**config.mk**
```make
export PLATFORM = sky130hd
export DESIGN_NAME = piso_shift_reg
export DESIGN_NICKNAME = d
export VERILOG_FILES = /design/src/rtl/piso_pkg.sv /design/src/rtl/piso_ctrl.sv /design/src/rtl/piso_cell.sv /design/src/rtl/piso_shift_reg.sv
export SDC_FILE = /design/constraint.sdc
export NUM_CORES = 1
export LEC_CHECK = 0
export ABC_CLOCK_PERIOD_IN_PS = 1850
export BUFFER_PORTS_ARGS = -buffer_cell sky130_fd_sc_hd__buf_4
export CORE_AREA = 2 2 39 41
export CTS_BUF_LIST = sky130_fd_sc_hd__clkbuf_4
export DETAILED_ROUTE_END_ITERATION = 16
export DIE_AREA = 0 0 41 43
export HOLD_SLACK_MARGIN = 0.1
export PLACE_DENSITY = 0.69
export SLEW_MARGIN = 20
export SYNTH_ARGS = -nofsm -noshare
export SYNTH_HDL_FRONTEND = slang
export SYNTH_SLANG_ARGS = --single-unit
```
**constraint.sdc**
```tcl
create_clock -name clk -period 1.85 [get_ports clk]
set_input_delay 0.37 -clock clk [delete_from_list [all_inputs] [get_ports clk]]
set_output_delay 0.37 -clock clk [all_outputs]
set_load 0.01 [all_outputs]
```
**src/rtl/piso_pkg.sv**
```systemverilog
package piso_pkg;

  // Operation applied to every register position on an edge.
  typedef enum logic [1:0] {
    OP_HOLD  = 2'd0,
    OP_SHIFT = 2'd1,
    OP_LOAD  = 2'd2
  } piso_op_e;

endpackage

```
**src/rtl/piso_ctrl.sv**
```systemverilog
module piso_ctrl
  import piso_pkg::*;
(
  input  logic     clk_en_n,
  input  logic     load_n,
  output piso_op_e op
);

  // The enable gates both actions; load select only matters when enabled.
  always_comb begin
    if (clk_en_n)     op = OP_HOLD;
    else if (!load_n) op = OP_LOAD;
    else              op = OP_SHIFT;
  end

endmodule

```
**src/rtl/piso_cell.sv**
```systemverilog
module piso_cell
  import piso_pkg::*;
(
  input  logic     clk,
  input  logic     rst_n,
  input  piso_op_e op,
  input  logic     par_bit,
  input  logic     prev_bit,
  output logic     q
);

  always_ff @(posedge clk or negedge rst_n) begin
    if (!rst_n) begin
      q <= 1'b0;
    end else begin
      case (op)
        OP_LOAD:  q <= par_bit;
        OP_SHIFT: q <= prev_bit;
        default:  q <= q;
      endcase
    end
  end

endmodule

```
**src/rtl/piso_shift_reg.sv**
```systemverilog
module piso_shift_reg
  import piso_pkg::*;
#(
  parameter int WIDTH = 8
) (
  input  logic             clk,
  input  logic             rst_n,
  input  logic             clk_en_n,
  input  logic             load_n,
  input  logic [WIDTH-1:0] par_in,
  input  logic             ser_in,
  output logic             ser_out,
  output logic [WIDTH-1:0] taps
);

  localparam int LAST = WIDTH - 1;

  piso_op_e         op;
  logic [WIDTH-1:0] reg_q;

  piso_ctrl u_ctrl (
    .clk_en_n (clk_en_n),
    .load_n   (load_n),
    .op       (op)
  );

  for (genvar i = 0; i < WIDTH; i++) begin : g_pos
    logic prev;
    if (i == 0) begin : g_head
      assign prev = ser_in;
    end else begin : g_body
      assign prev = reg_q[i-1];
    end
    piso_cell u_cell (
      .clk      (clk),
      .rst_n    (rst_n),
      .op       (op),
      .par_bit  (par_in[i]),
      .prev_bit (prev),
      .q        (reg_q[i])
    );
  end

  assign taps    = reg_q;
  assign ser_out = reg_q[LAST];

  // reset low means the register is clear at every edge it spans.
  p_reset_clear_r1: assert property (@(posedge clk)
    !rst_n |-> (taps == '0));

  // enabled load captures the bus position for position.
  p_load_capture_r2: assert property (@(posedge clk) disable iff (!rst_n)
    (!clk_en_n && !load_n) |=> (taps == $past(par_in)));

  // enabled shift moves toward the output and takes ser_in at position 0.
  p_shift_move_r3: assert property (@(posedge clk) disable iff (!rst_n)
    (!clk_en_n && load_n) |=> (taps == {$past(taps[LAST-1:0]), $past(ser_in)}));

  // disabled clock leaves the register untouched.
  p_hold_stable_r4: assert property (@(posedge clk) disable iff (!rst_n)
    clk_en_n |=> $stable(taps));

endmodule

```
==> run_results.csv <==
group,metric,value,unit
floorplan,core-area,1380,µm²
critical_path,cpLargestDelayFamily,"flip-flops",
yosys,synth-seq-area-share,46.2,%
global_routing,antenna_found_initial,0,
sta,worst_slew_pin_slew,0.130,ns
clock_tree,root_buffer,"clkbuf_4",
yosys,syn_inst,42,
global_routing,use_met2,15.0,%
sta,finalHoldViolations,0,
sta,drv_slew,0,
yosys,avgSynthCellArea,10.3,µm²
yosys,synth.cell_area,433,µm²
clock_tree,numCtsBuffers,3,
cells_and_area,fill_cells,137,
critical_path,regToRegSetupSlack,1.12,ns
critical_path,cp_max_fo,3,
sta,finalSetupTns,0,ns
critical_path,crit_chain,"buf_4",
critical_path,required,1.48,ns
clock_tree,clk_pin_slew,0.05,ns
sta,fin_worst_skew,0.00262,ns
floorplan,chipWidth,41,µm
cells_and_area,largest_registers,"g_pos.u_cell.q x8",
yosys,synth_fp_nets,55,
drt,drc,0,
drt,viasPerCell,4.27,
cells_and_area,drive_gt1_share,42.1,%
global_routing,grt_usage,12.3,%
critical_path,timing.rr.start,"g_pos[3].u_cell.q$_DFFE_PN0P_",
global_routing,grt_busiest_layer,"met2",
critical_path,r2r_cells,2,
cells_and_area,synthToLayoutAreaGrowth,29.5,%
global_routing,grt_pass1_wl,1320,µm
drt,wire_per_inst,10.9,µm
placement,place.gp.congestion,0.769,
critical_path,arrival,0.80,ns
sta,holdWs,0.397,ns
run_status,status,"finished clean",
cells_and_area,n_antenna_cell,0,
min_path,min_delay_path_depth,3,
yosys,synth_top_cell_by_area,"dfrtp_1",
floorplan,boundaryPins,22,
sta,fin_crit_sh,63.1,%
critical_path,slowest_stage,"dfrtp_1",
cells_and_area,nets,72,
placement,io_buffer_count,21,
critical_path,worstSetupPathType,"reg2out",
clock_tree,clk_latency,0.25,ns
clock_tree,cts_htree_levels,1,
cells_and_area,layout_commonest_cell,"buf_4",
placement,place_inst,69,
sta,slew_headroom,91.1,%
clock_tree,cts.sinks,8,
cells_and_area,regArea,200,µm²
sta,finalCriticalPeriod,1.17,ns
min_path,hold_path_class,"in2reg",
global_routing,grt_util_met3,4.71,%
cells_and_area,regMostFlops,"g_pos.u_cell.q",
yosys,synthTopCellsByArea,"dfrtp_1 46%, mux2i_1 18%, buf_4 14%",
drt,drtIter0Drc,2,
global_routing,grt_pass1_vias,321,
floorplan,die_y,43,µm
sta,setup_violations,0,
power_and_ir_drop,powerDensity,815,nW/µm²
global_routing,grt_start_max_net_pins,17,
critical_path,end_kind,"output port",
power_and_ir_drop,power_leakage,0.000291,µW
yosys,ys_types,6,
min_path,min_to,"g_pos[0].u_cell.q$_DFFE_PN0P_",
cells_and_area,largest_reg_flops,8,
critical_path,rr_endpoint,"g_pos[4].u_cell.q$_DFFE_PN0P_",
global_routing,overflow,0,
clock_tree,ctsLongestPathBuffers,2,
job,cap_violations,0,
sta,rsz0062_at_grt,"false",
drt,dr.pass1.iters,4,
sta,setup_ws,0.683,ns
yosys,synth_top_area_share,46.2,%
clock_tree,tritoncts,"yes",
drt,drt_wl_total,793,µm
sta,fmax,0.857,GHz
critical_path,slowest_delay,0.40,ns
cells_and_area,layout_common_cells,"21 x buf_4, 8 x mux2i_1, 8 x nand2_1, 8 x o21ai_1, 8 x dfrtp_1",
floorplan,start_util,31.3,%
critical_path,start_kind,"flop",
min_path,hp-start,"par_in[0]",
drt,vias,312,
placement,dp_slack,0.898,ns
floorplan,rows,14,
cells_and_area,multi_input_area,150,µm²
power_and_ir_drop,vdd_drop_max,0.268,mV
global_routing,met1_usage,14.3,%
floorplan,die-area,1760,µm²
drt,final_antenna_net_count,0,
yosys,ys_warn_count,0,
cells_and_area,final_cells,73,
critical_path,cp.buffers_inverters,1,
yosys,ys_ff_latch,8,
==> logic make-up after synthesis <==
kind of cell / synth area share [%]
AO/OA/AOI/OAI: 9.25
buffers and inverters: 19.1
flip-flops: 46.2
multiplexers: 18.5
AND/OR/NAND/NOR: 6.94
==> layer usage <==
| layer | share of wire, % | routed length, µm | up-vias |
|---|---|---|---|
| met3 | 7.3 | 58 | 2 |
| met5 | 0 | 0 | - |
| met4 | 1.4 | 11 | 0 |
| met2 | 48 | 379 | 17 |
| li1 | - | - | 164 |
| met1 | 43 | 344 | 129 |
==> final cells by class <==
type                    instances  share of cell area [%]
clock buffers                   3                    4.02
multi-input cells              24                    26.8
flip-flops and latches          8                    35.7
well taps                      16                    3.57
repair buffers                 22                    29.9
==> cells in the mapped netlist <==
master / number
buf_4: 8
buf_6: 2
dfrtp_1: 8
mux2i_1: 8
nand2_1: 8
o21ai_1: 8
==> how the worst max path moves through the flow <==
stage	start	to	slack, ns	depth (start not counted)
global placement	load_n	g_pos[2].u_cell.q$_DFFE_PN0P_	0.92	3
global route	g_pos[0].u_cell.q$_DFFE_PN0P_	taps[0]	0.63	1
CTS	g_pos[0].u_cell.q$_DFFE_PN0P_	taps[0]	0.66	1
detailed placement	load_n	g_pos[7].u_cell.q$_DFFE_PN0P_	0.90	3
finish	g_pos[0].u_cell.q$_DFFE_PN0P_	taps[0]	0.68	1
floorplan	g_pos[7].u_cell.q$_DFFE_PN0P_	taps[7]	0.93	1
==> power breakdown <==
part	switching [µW]	internal, µW
clock network	54.0	73.9
registers	17.1	197
logic	49.2	65.3
==> timing repair <==
action / in CTS / in global routing
hold endpoints to repair: 8 / 0
gates resized for setup: 0 / 0
hold buffers: 1 / 0
buffers inserted: 0 / 0
==> metrics by stage <==
stage | power, µW | instance area [µm²] | utilization, %
floorplan | 296 | 433 | -
global placement | 329 | 528 | 38.2
detailed placement | 332 | 528 | 38.2
CTS | 469 | 561 | 40.5
global route | 498 | 561 | 40.5
finish | 457 | 561 | 40.5
Note: power is estimated with default switching activity, not from simulation.
